## config.mk

```make
export PLATFORM = sky130hd
export DESIGN_NAME = iommu_xlate
export DESIGN_NICKNAME = d
export VERILOG_FILES = /design/src/rtl/iommu_xlate.sv
export SDC_FILE = /design/constraint.sdc
export NUM_CORES = 1
export LEC_CHECK = 0
export BUFFER_PORTS_ARGS = -buffer_cell sky130_fd_sc_hd__buf_2
export CORE_MARGIN = 3
export CORE_UTILIZATION = 30
export DETAILED_ROUTE_END_ITERATION = 16
export GPL_TIMING_DRIVEN = 0
export PLACE_DENSITY = 0.46
export SYNTH_ARGS = -nofsm -noshare
export SYNTH_HDL_FRONTEND = slang
export SYNTH_SLANG_ARGS = --single-unit
```

## constraint.sdc

```tcl
create_clock -name clk -period 15.1 [get_ports clk]
set_clock_uncertainty 0.2 [all_clocks]
set_input_delay 4.53 -clock clk [delete_from_list [all_inputs] [get_ports clk]]
set_output_delay 4.53 -clock clk [all_outputs]
set_load 0.005 [all_outputs]
```

## src/rtl/iommu_xlate.sv

```systemverilog
module iommu_xlate #(
  parameter int ADDR_W     = 32,
  parameter int ENTRY_W    = 64,
  parameter int PAGE_SHIFT = 12,
  parameter int DEPTH      = 16
) (
  input  logic                     clk,
  input  logic                     rst,
  input  logic                     req_valid,
  output logic                     req_ready,
  input  logic [ADDR_W-1:0]        req_addr,
  input  logic                     req_write,
  output logic                     rsp_valid,
  input  logic                     rsp_ready,
  output logic [ADDR_W-1:0]        rsp_iova,
  output logic [ENTRY_W-1:0]       rsp_paddr,
  output logic [ADDR_W-1:0]        rsp_mask,
  output logic [1:0]               rsp_perm,
  output logic                     rsp_fault,
  input  logic                     upd_en,
  input  logic [ADDR_W-PAGE_SHIFT-1:0] upd_idx,
  input  logic [ENTRY_W-1:0]       upd_entry
);
  localparam int IDX_W = ADDR_W - PAGE_SHIFT;
  localparam int TW    = (DEPTH > 1) ? $clog2(DEPTH) : 1;
  localparam logic [IDX_W-1:0]   DEPTH_I  = IDX_W'(DEPTH);
  localparam logic [ADDR_W-1:0]  OFF_MASK = (ADDR_W'(1) << PAGE_SHIFT) - ADDR_W'(1);
  localparam logic [ENTRY_W-1:0] ENT_OFF  = (ENTRY_W'(1) << PAGE_SHIFT) - ENTRY_W'(1);

  logic [ENTRY_W-1:0] tab [DEPTH];

  logic [IDX_W-1:0] idx;
  logic             hit, upd_hit, fire;
  logic [ENTRY_W-1:0] ent;
  logic             wr_q;

  assign idx     = req_addr[ADDR_W-1:PAGE_SHIFT];
  assign hit     = idx < DEPTH_I;
  assign upd_hit = upd_idx < DEPTH_I;
  assign ent     = hit ? tab[idx[TW-1:0]] : '0;

  assign req_ready = !rsp_valid || rsp_ready;
  assign fire      = req_valid && req_ready;
  assign rsp_fault = wr_q ? !rsp_perm[1] : !rsp_perm[0];

  always_ff @(posedge clk) begin
    if (rst) begin
      for (int i = 0; i < DEPTH; i++) tab[i] <= '0;
    end else if (upd_en && upd_hit) begin
      tab[upd_idx[TW-1:0]] <= upd_entry;
    end
  end

  always_ff @(posedge clk) begin
    if (rst) begin
      rsp_valid <= 1'b0;
      rsp_iova  <= '0;
      rsp_paddr <= '0;
      rsp_mask  <= '0;
      rsp_perm  <= '0;
      wr_q      <= 1'b0;
    end else begin
      if (fire) begin
        rsp_valid <= 1'b1;
        rsp_iova  <= hit ? (req_addr & ~OFF_MASK) : '0;
        rsp_paddr <= ent & ~ENT_OFF;
        rsp_mask  <= hit ? OFF_MASK : '1;
        rsp_perm  <= ent[1:0];
        wr_q      <= req_write;
      end else if (rsp_ready) begin
        rsp_valid <= 1'b0;
      end
    end
  end


  accept_to_rsp_chk: assert property (@(posedge clk) disable iff (rst)
    req_valid && req_ready |=> rsp_valid);


  stall_hold_chk: assert property (@(posedge clk) disable iff (rst)
    rsp_valid && !rsp_ready |=> rsp_valid && $stable(rsp_paddr) && $stable(rsp_iova)
      && $stable(rsp_mask) && $stable(rsp_perm) && $stable(rsp_fault));


  paddr_aligned_chk: assert property (@(posedge clk) disable iff (rst)
    rsp_valid |-> (rsp_paddr & ENT_OFF) == '0);


  iova_aligned_chk: assert property (@(posedge clk) disable iff (rst)
    rsp_valid |-> (rsp_iova & rsp_mask) == '0);


  miss_no_access_chk: assert property (@(posedge clk) disable iff (rst)
    rsp_valid && (rsp_mask == '1) |-> rsp_perm == 2'd0 && rsp_paddr == '0);


  no_access_faults_chk: assert property (@(posedge clk) disable iff (rst)
    rsp_valid && rsp_perm == 2'd0 |-> rsp_fault);
endmodule

```

Word-level counts from Yosys, hierarchy flattened
Memories as Yosys holds them, arrays and structs flattened.
Index checks and enable logic that the tools add are counted.
W data, S select, Z words.
{"block": "totals", "ff_bits": 120, "ramBits": 1024, "word_cells": 31, "mem_count": 1}
{"name": "tab", "depth": 16, "width": 64, "read_ports": 1, "rd_ports_with_merged_regs": 0, "wr": 16, "line": "30", "rtl": "logic [ENTRY_W-1:0] tab [DEPTH];"}
{"block": "op_classes", "magnitude_cmp": 2, "muxes": 14, "reduce_logical": 8}
{"op": "$mux W64", "count": 2}
{"op": "$mux W32", "count": 2}
{"op": "$reduce_or A64 Y1", "count": 1}
{"op": "$lt A20 B5 Y1 const B", "count": 2}
{"op": "$mux W1", "count": 9}
{"op": "$mux W4", "count": 1}
{"op": "$logic_not A1 Y1", "count": 3}
{"op": "$logic_and A1 B1 Y1", "count": 2}
{"op": "$reduce_bool A2 Y1", "count": 1}
{"op": "$logic_or A1 B1 Y1", "count": 1}

Logic depth before layout (Yosys ltp)
Gate-level depths: netlist of run 1.
{"block": "depth", "ltp_word": 7, "mapped_depth": 7}

Least setup slack after synthesis of run 1
No wires, ideal clock.
{"block": "synth_path", "path_kind": "input-to-reg", "startpoint": "in rst", "endpoint": "mem tab[4][0] (enable)", "setup_time_ns": 0.547, "arrival_ns": 9.677, "t_required_ns": 14.353, "path_slack_ns": 4.676, "path_stages": 6, "path_buffers": 2, "cell_sequence": "clkbuf_1 -> or4_1 -> nor2_2 -> nand4_1 -> clkbuf_1 -> o31ai_1"}
{"element": "start: declaration", "line": "8", "rtl": "input logic rst,"}
{"element": "end: declaration", "line": "30"}

Final worst setup path of run 1
{"block": "layout_path", "startpoint": "in rsp_ready", "endpoint": "out req_ready"}
{"block": "layout_between", "elab_chain_cells": 1}
{"element": "start: declaration", "line": "14", "rtl": "input logic rsp_ready,"}
{"element": "$logic_or A1 B1 Y1", "line": "42", "rtl": "assign req_ready = !rsp_valid || rsp_ready;"}
{"element": "end: declaration", "line": "10", "rtl": "output logic req_ready,"}
No other way between the ends.

==> results of run 1 <==
==> logic make-up (layout without fill, tap and decap cells) <==
group	after synthesis	after routing	share of synthesized area, %
other	1	32	0.00924
DFF	942	942	67.8
AOI/OAI and AO/OA	131	131	2.15
buffers and inverters	285	746	3.60
and+or+nand+nor	1188	1188	11.4
muxes	325	325	15.0
==> metal layers <==
layer  vias up  part of all wire [%]  routed length, µm  global-route usage (%)
met3       302                   8.3              13000                    4.65
li1      11300                     -                  -                       -
met5         -                 0.060                 94                       0
met1     14000                    40              62500                    28.6
met2      1367                    48              74300                    36.2
met4        14                   3.9               6020                    8.68
==> registers in the layout, summed over array words and instances, names as in the netlist <==
| name | cells |
|---|---|
| tab | 864 |
| rsp_paddr | 52 |
| rsp_iova | 20 |
| rsp_mask | 2 |
| rsp_perm | 2 |
| rsp_valid | 1 |
| wr_q | 1 |
==> through the flow <==
stage / std cells / utilization, % / area, µm² / power [mW] / TNS [ps]
finish: 5132 / 36.6 / 49000 / 6.09 / 0
global route: 5126 / 36.6 / 49000 / 6.25 / 0
CTS: 5124 / 36.6 / 49000 / 6.13 / 0
detailed placement: 4929 / 34.0 / 45500 / 3.53 / 0
global placement: 4865 / 32.8 / 43900 / 3.52 / -2408260
floorplan: 2895 / - / 40700 / 3.30 / 0
==> placed cells by master (no fill, tap or decap), types with 5 or more instances in the layout <==
master     Yosys  layout
a21oi_1       59      59
a32oi_1       54      54
and3_1        18      18
buf_1         15      15
buf_12         0      19
buf_16         0      31
buf_2        112     314
buf_4         59      59
buf_8          0      14
bufinv_16      0      10
clkbuf_1      89     112
clkbuf_16      0     106
clkbuf_8       0      11
clkinv_1       0      19
clkinv_2       0      17
conb_1         1      24
dfxtp_1       78      78
diode_2        0       8
edfxtp_1     864     864
inv_1          6       6
mux2_2       108     108
mux4_2       216     216
nand2_1      223     223
nand3_1       57      57
nor2_1       870     870
nor4_1         5       5
o21ai_4        0      12
==> layout make-up <==
class	count	area (µm²)	share of cell area (%)
Inverter	6	22.5	0.0460
Clock buffer	140	2890	5.90
Antenna cell	8	20.0	0.0409
Sequential cell	942	27500	56.1
Tap cell	1768	2210	4.52
Clock inverter	55	567	1.16
Buffer	279	1440	2.94
Multi-Input combinational cell	1668	11900	24.2
Timing Repair Buffer	266	2450	5.01
==> tightest hold or removal path: stages, from the launching register on <==
cell	delay [ps]
dfxtp_1	300
nand2_1	50
a21oi_1	50
==> worst max-delay path by stage <==
stage	start	endpoint	depth (start not counted)
after floorplan	rst	tab[4][0]$_SDFFCE_PN0P_	6
after global placement	rst	tab[12][53]$_SDFFCE_PN0P_	6
after detailed placement	rsp_ready	req_ready	3
after CTS	rsp_ready	req_ready	3
after global routing	rsp_ready	req_ready	3
final	rsp_ready	req_ready	3
==> power by group through the flow <==
stage	sequential (mW)	clock (mW)	combinational (mW)
2_1_floorplan	3.04	0	0.259
3_3_place_gp	3.09	0	0.438
3_5_place_dp	3.04	0	0.489
4_1_cts	2.99	2.65	0.490
5_1_grt	3.00	2.74	0.511
6_report	2.99	2.61	0.489
==> impl_metrics.env, run 1 <==
export IMPL_hold_buffers=0
export IMPL_yosys_area_top_type_share_pct=64.0
export IMPL_async_flop_share_pct=0
export IMPL_critPathTopFamily="buffers and inverters"
export IMPL_rows=134
export IMPL_synth_largest_area_cell="edfxtp_1"
export IMPL_hp_start="rsp_iova[15]$_SDFFE_PP0P_"
export IMPL_synth_edf_count=864
export IMPL_r2r_slack_ps=12050
export IMPL_drt_pass1_iterations=6
export IMPL_ys_types=32
export IMPL_wl_um=156000
export IMPL_p_sw_mw=1.42
export IMPL_first_iter_violations=3264
export IMPL_grt_usage_pct=22.1
export IMPL_io_buffer_count=202
export IMPL_vias=26900
export IMPL_slew_limit_headroom_pct=16.9
export IMPL_crit_path_end_kind="output port"
export IMPL_root_buffer="clkbuf_16"
export IMPL_ir_drop_v=0.0000821
export IMPL_holdWs_ps=256
export IMPL_nNetsFinal=3389
export IMPL_seq_power_share_pct=49.1
export IMPL_antenna_found_initial=21
export IMPL_dieHeight_um=374
export IMPL_r2r_start="rsp_valid$_SDFFE_PP0P_"
export IMPL_cp_common_cell="buf_2"
export IMPL_p_per_area_mw_per_mm2=124
export IMPL_cp_num_buf_inv=2
export IMPL_core_mm2=0.134
export IMPL_drtAntennaViolNets=0
export IMPL_min_path_type="flip-flop to flip-flop"
export IMPL_maxCapViolations=0
export IMPL_internal_power_mw=4.67
export IMPL_ys_warn_count=0
export IMPL_pre_cts_ws_ps=5360
export IMPL_rsz0062_at_grt="false"
export IMPL_post_cts_buffers=0
export IMPL_path_max_fanout=6
export IMPL_syn2layout_area_growth_pct=20.8
export IMPL_period_share_pct=64.4
export IMPL_synth_area_leaders="edfxtp_1 (64%), mux4_2 (12%), nor2_1 (8.0%)"
export IMPL_cts_tree="done"
export IMPL_dieArea_mm2=0.140
export IMPL_syn_inst=2872
export IMPL_cp_cell_sequence="buf_2 > nand2b_1 > buf_2"
export IMPL_slowest_delay_ps=210
export IMPL_critPathKind="input pin to output port"
export IMPL_clockBufferDepth=3
export IMPL_crit_slowest_cell="nand2b_1"
export IMPL_grt_overflow=0
export IMPL_final_min_clock_period_ps=9730
export IMPL_dp_hpwl_um=105000
export IMPL_yosysMostFrequentCell="nor2_1"
export IMPL_syn_cell_area_mm2=0.0406
export IMPL_post_route_cells_drive_above_1_share_pct=27.9
export IMPL_r2r_cells=6
export IMPL_start_kind="input pin"
export IMPL_clock_sinks=942
export IMPL_viasPerCell=5.25
export IMPL_avgSynthCellArea_um2=14.1
export IMPL_crit_arrival_ps=5000
export IMPL_post_cts_resized=0
export IMPL_setup_violations=0
export IMPL_setup_slack_ps=5370
export IMPL_ys_top_cells_by_count="nor2_1 (870), edfxtp_1 (864), nand2_1 (223)"
export IMPL_hold_depth=2
export IMPL_status="complete, no violations"
export IMPL_min_to="rsp_iova[15]$_SDFFE_PP0P_"
export IMPL_worstMarginPinSlew_ps=1250
export IMPL_drc=0
export IMPL_switching_share_pct=23.3
export IMPL_grt_max_degree=22
export IMPL_cts_made_buffers=104
export IMPL_p_clk_share_pct=42.9
export IMPL_hold_viol_final=0
export IMPL_clk_latency_ps=730
export IMPL_combPwrFrac_pct=8.0
export IMPL_grt_pass1_wl_um=216000
export IMPL_timing_final_max_slew_violations=0
export IMPL_gp_congestion=0.778
export IMPL_p_leak_nw=15.9
export IMPL_die_w_um=374
export IMPL_ios=255
export IMPL_required_ps=10370
export IMPL_synthFlopType="edfxtp_1"
export IMPL_clock_fmax_ghz=0.103
export IMPL_wl_per_cell_um=30.4
export IMPL_start_util_pct=30.3
export IMPL_worstReg2RegEnd="rsp_paddr[27]$_SDFFE_PP0P_"
export IMPL_cts_htree_levels=3
export IMPL_fill_cells=13000
export IMPL_seq_area_frac_synth_pct=67.8
export IMPL_grt_pass1_vias=27300
export IMPL_ys_ff_latch=942
export IMPL_clkTransAtPathRegs_ps=60
(Power assumes the default switching activity.)
==> run 2, diff against run 1 <==
--- a/config.mk
+++ b/config.mk
@@ -10,7 +10,7 @@
 export CORE_UTILIZATION = 30
 export DETAILED_ROUTE_END_ITERATION = 16
 export GPL_TIMING_DRIVEN = 0
-export PLACE_DENSITY = 0.46
+export PLACE_DENSITY = 0.48
 export SYNTH_ARGS = -nofsm -noshare
 export SYNTH_HDL_FRONTEND = slang
 export SYNTH_SLANG_ARGS = --single-unit
==> constraint.sdc (replaced) <==
create_clock -name clk -period 8 [get_ports clk]
set_clock_uncertainty 0.2 [all_clocks]
set_input_delay 2.4 -clock clk [delete_from_list [all_inputs] [get_ports clk]]
set_output_delay 2.4 -clock clk [all_outputs]
set_load 0.005 [all_outputs]
==> impl_metrics.env, run 2 (synthesis results as in run 1) <==
export IMPL_core_mm2=0.134
export IMPL_status="complete, no violations"
export IMPL_reg_top3="tab x864, rsp_paddr x52, rsp_iova x20"
export IMPL_die_w_um=374
export IMPL_r2r_slack_ps=4840
export IMPL_gp_congestion=0.791
export IMPL_ios=255
export IMPL_slowest_delay_ps=980
export IMPL_p_leak_nw=15.7
export IMPL_period_share_pct=74.5
export IMPL_cts_made_buffers=101
export IMPL_crit_path_end_kind="flip-flop"
export IMPL_grt_usage_pct=21.7
export IMPL_worstReg2RegEnd="rsp_paddr[29]$_SDFFE_PP0P_"
export IMPL_viasPerCell=5.26
export IMPL_critPathKind="input pin to flip-flop"
export IMPL_timing_final_max_slew_violations=0
export IMPL_r2r_start="rsp_valid$_SDFFE_PP0P_"
export IMPL_nNetsFinal=3382
export IMPL_slew_limit_headroom_pct=9.15
export IMPL_grt_max_degree=22
export IMPL_wl_per_cell_um=30.1
export IMPL_hold_buffers=0
export IMPL_rows=134
export IMPL_cp_num_buf_inv=5
export IMPL_drt_pass1_iterations=6
export IMPL_hold_depth=2
export IMPL_path_max_fanout=11
export IMPL_final_area_mm2=0.0486
export IMPL_clkTransAtPathRegs_ps=60
export IMPL_setup_violations=0
export IMPL_grt_pass1_wl_um=214000
export IMPL_final_common_cell="nor2_1"
export IMPL_hold_viol_final=0
export IMPL_min_path_type="flip-flop to flip-flop"
export IMPL_drc=0
export IMPL_crit_slowest_cell="o31ai_4"
export IMPL_root_buffer="clkbuf_16"
export IMPL_worstMarginPinSlew_ps=1360
export IMPL_antenna_found_initial=19
export IMPL_rsz0062_at_grt="false"
export IMPL_dieHeight_um=374
export IMPL_clockBufferDepth=3
export IMPL_clock_sinks=942
export IMPL_wl_um=155000
export IMPL_clk_latency_ps=700
export IMPL_dieArea_mm2=0.140
export IMPL_cp_common_cell="buf_16"
export IMPL_final_min_clock_period_ps=5960
export IMPL_post_cts_resized=0
export IMPL_io_buffer_count=202
export IMPL_crit_arrival_ps=6160
export IMPL_mostFrequentLayoutCells="nor2_1 (869), edfxtp_1 (864), buf_2 (314)"
export IMPL_clock_fmax_ghz=0.168
export IMPL_placed_area_mm2=0.0454
export IMPL_critPathTopFamily="buffers and inverters"
export IMPL_syn2layout_area_growth_pct=19.9
export IMPL_first_iter_violations=3035
export IMPL_ir_drop_v=0.000169
export IMPL_min_to="rsp_iova[12]$_SDFFE_PP0P_"
export IMPL_cts_htree_levels=3
export IMPL_post_cts_buffers=0
export IMPL_post_route_cells_drive_above_1_share_pct=27.8
export IMPL_grt_pass1_vias=27300
export IMPL_largest_reg_flops=864
export IMPL_p_per_area_mw_per_mm2=229
export IMPL_maxCapViolations=0
export IMPL_hp_start="rsp_iova[12]$_SDFFE_PP0P_"
export IMPL_cts_tree="done"
export IMPL_grt_overflow=0
export IMPL_r2r_cells=6
export IMPL_start_kind="input pin"
export IMPL_required_ps=8200
export IMPL_cp_cell_sequence="clkbuf_2 > or4_1 > nor2_2 > nand4_1 > clkbuf_1 > o31ai_4 > buf_16 > buf_16 > buf_16"
export IMPL_drtAntennaViolNets=0
export IMPL_setup_tns_ps=0
export IMPL_cp_depth=9
export IMPL_vias=27000
export IMPL_start_util_pct=30.3
export IMPL_dp_hpwl_um=104000
export IMPL_regMostFlops="tab"
==> run 2: changes by cell type in the layout (fill, tap and decap cells not counted), sizes merged <==
cell,delta
buf,-4
bufinv,-9
clkinvlp,+2
clkbuf,+4
clkinv,-1
diode,+5
==> run 2: layer usage <==
layer / GRT usage (%) / vias to the layer above / routed length (µm)
met4: 7.23 / 8 / 4920
li1: - / 11300 / -
met2: 36.4 / 1331 / 75200
met1: 28.1 / 14100 / 61300
met3: 4.49 / 291 / 13200
met5: 0 / - / 55
==> run 2: stage by stage <==
| step | total power, mW | hold WS, ps | cells | util (%) | worst slack [ps] |
|---|---|---|---|---|---|
| 2_1_floorplan | 6.23 | 248 | 2895 | - | -115 |
| 3_3_place_gp | 6.62 | 242 | 4865 | 32.8 | -7800 |
| 3_5_place_dp | 6.65 | 249 | 4925 | 33.9 | 1390 |
| 4_1_cts | 11.2 | 255 | 5116 | 36.3 | 2110 |
| 5_1_grt | 11.5 | 292 | 5118 | 36.3 | 1940 |
| 6_report | 11.2 | 256 | 5129 | 36.4 | 2040 |
==> run 2: worst max-delay path by stage <==
stage                     from                  endpoint
final                      rst  tab[0][42]$_SDFFCE_PN0P_
after CTS                  rst  tab[0][42]$_SDFFCE_PN0P_
after detailed placement   rst  tab[0][42]$_SDFFCE_PN0P_
after global routing       rst  tab[0][42]$_SDFFCE_PN0P_
after global placement     rst  tab[5][52]$_SDFFCE_PN0P_
after floorplan            rst   tab[7][0]$_SDFFCE_PN0P_
==> run 2: worst register-to-register path: cells and delay by family, from the launching register on <==
kind / cells / cell delay (ps)
AOI/OAI and AO/OA: 2 / 420
and+or+nand+nor: 2 / 350
buffers and inverters: 2 / 1800
DFF: 1 / 310
==> run 2: final cells by class <==
| type | instances | area (µm²) |
|---|---|---|
| clock buffer | 144 | 2880 |
| antenna | 13 | 32.5 |
| timing repair buffer | 262 | 2340 |
| multi-input combinational | 1668 | 11900 |
| tap | 1768 | 2210 |
| clock inverter | 47 | 323 |
| sequential | 942 | 27500 |
| fill | 12900 | 85200 |
| inverter | 6 | 22.5 |
| buffer | 279 | 1440 |
==> run 2: report_power, final <==
group	switching [mW]	total, mW	internal, mW	leakage, nW
sequential	0.0634	5.64	5.58	8.83
clock	2.06	4.61	2.55	1.57
combinational	0.536	0.911	0.376	5.30
==> run 3, diff against run 2 <==
==> constraint.sdc (replaced) <==
create_clock -name clk -period 5.4 [get_ports clk]
set_clock_uncertainty 0.2 [all_clocks]
set_input_delay 1.62 -clock clk [delete_from_list [all_inputs] [get_ports clk]]
set_output_delay 1.62 -clock clk [all_outputs]
set_load 0.005 [all_outputs]
==> impl_metrics.env, run 3 (synthesis results as in run 1) <==
export IMPL_first_iter_violations=2987
export IMPL_clockBufferDepth=3
export IMPL_hold_buffers=0
export IMPL_worstMarginPinSlew_ps=1410
export IMPL_clkTransAtPathRegs_ps=60
export IMPL_clock_fmax_ghz=0.200
export IMPL_p_leak_nw=15.8
export IMPL_post_route_cells_drive_above_1_share_pct=28.0
export IMPL_r2r_cells=6
export IMPL_setup_slack_ps=400
export IMPL_post_cts_resized=0
export IMPL_crit_path_end_kind="flip-flop"
export IMPL_critPathKind="input pin to flip-flop"
export IMPL_grt_pass1_wl_um=217000
export IMPL_cp_startpoint="rst"
export IMPL_r2r_start="rsp_valid$_SDFFE_PP0P_"
export IMPL_fill_cells=13000
export IMPL_reg_top3="tab x864, rsp_paddr x52, rsp_iova x20"
export IMPL_clock_sinks=942
export IMPL_ir_drop_v=0.000254
export IMPL_io_buffer_count=202
export IMPL_crit_arrival_ps=5200
export IMPL_syn2layout_area_growth_pct=20.5
export IMPL_wl_um=156000
export IMPL_die_w_um=374
export IMPL_wl_per_cell_um=30.4
export IMPL_clk_latency_ps=710
export IMPL_p_per_area_mw_per_mm2=346
export IMPL_vias=27100
export IMPL_start_kind="input pin"
export IMPL_drtAntennaViolNets=0
export IMPL_maxCapViolations=0
export IMPL_timing_final_max_slew_violations=0
export IMPL_post_cts_buffers=0
export IMPL_hold_viol_final=0
export IMPL_start_util_pct=30.3
export IMPL_ios=255
export IMPL_min_path_type="flip-flop to flip-flop"
export IMPL_drc=0
export IMPL_nNetsFinal=3386
export IMPL_dp_hpwl_um=105000
export IMPL_grt_max_degree=22
export IMPL_pre_cts_ws_ps=-288
export IMPL_final_min_clock_period_ps=5000
export IMPL_cts_htree_levels=3
export IMPL_mostFrequentLayoutCells="nor2_1 (869), edfxtp_1 (864), buf_2 (314)"
export IMPL_viasPerCell=5.28
export IMPL_core_mm2=0.134
export IMPL_largest_reg_flops=864
export IMPL_rows=134
export IMPL_root_buffer="clkbuf_16"
export IMPL_place_inst=4929
export IMPL_dieHeight_um=374
export IMPL_fin_cells=5131
export IMPL_status="complete, no violations"
export IMPL_cts_made_buffers=101
export IMPL_rsz0062_at_grt="false"
export IMPL_final_common_cell="nor2_1"
export IMPL_placed_area_mm2=0.0455
export IMPL_grt_usage_pct=22.0
export IMPL_fin_util_pct=36.5
export IMPL_required_ps=5600
export IMPL_hold_depth=2
export IMPL_period_share_pct=92.6
export IMPL_drt_pass1_iterations=5
export IMPL_dieArea_mm2=0.140
export IMPL_cts_tree="done"
export IMPL_antenna_found_initial=23
export IMPL_path_max_fanout=12
export IMPL_gp_congestion=0.793
export IMPL_final_area_mm2=0.0489
export IMPL_hp_start="rsp_iova[13]$_SDFFE_PP0P_"
export IMPL_grt_overflow=0
export IMPL_grt_pass1_vias=27600
export IMPL_regMostFlops="tab"
export IMPL_setup_violations=0
export IMPL_slew_limit_headroom_pct=6.13
==> run 3: cell count changes in the layout (fill, tap and decap cells not counted), sizes merged <==
cell      before  now
clkinv        39   50
clkbuf       233  211
clkinvlp       4    2
bufinv         1   12
buf          452  456
==> run 3: per-layer routing <==
layer	part of all wire, %	up-vias	global-route usage, %
met3	8.7	275	4.43
met5	0.026	-	0
met4	3.3	6	7.65
li1	-	11300	-
met2	48	1396	36.7
met1	40	14100	28.6
==> run 3: area by class of cell <==
cell class | count | area [µm²] | area share (%)
clock buffer | 122 | 2690 | 5.50
tap | 1768 | 2210 | 4.53
timing repair buffer | 266 | 2420 | 4.95
sequential | 942 | 27500 | 56.3
inverter | 6 | 22.5 | 0.0461
antenna | 13 | 32.5 | 0.0666
clock inverter | 67 | 666 | 1.36
multi-input combinational | 1668 | 11900 | 24.3
buffer | 279 | 1440 | 2.95
==> run 3: power by group <==
| part | total, mW | switching (mW) | internal, mW |
|---|---|---|---|
| clock | 7.17 | 3.05 | 4.12 |
| sequential | 8.36 | 0.0951 | 8.26 |
| combinational | 1.37 | 0.805 | 0.562 |
==> run 3: per-stage QoR <==
stage / hold slack (ps) / TNS, ps / total power [mW]
after detailed placement: 254 / -49660 / 9.88
after global routing: 294 / 0 / 17.3
after CTS: 263 / 0 / 17.0
after floorplan: 248 / -398220 / 9.22
after global placement: 245 / -4894590 / 9.80
final: 260 / 0 / 16.9
==> run 3: final timing paths <==
kind | to | slack [ps]
max | tab[5][46]$_SDFFCE_PN0P_ | 400
min | rsp_iova[13]$_SDFFE_PP0P_ | 260
max reg2reg | rsp_paddr[55]$_SDFFE_PP0P_ | 2190
min reg2reg | rsp_iova[13]$_SDFFE_PP0P_ | 260
==> run 3: critical path, cell delays in order <==
cell and delay [ps]:
clkbuf_2 480, or4_1 600, nor2_2 180, nand4_1 410, clkbuf_1 490, o21ai_4 750, buf_16 240, buf_16 180
buf_16 170
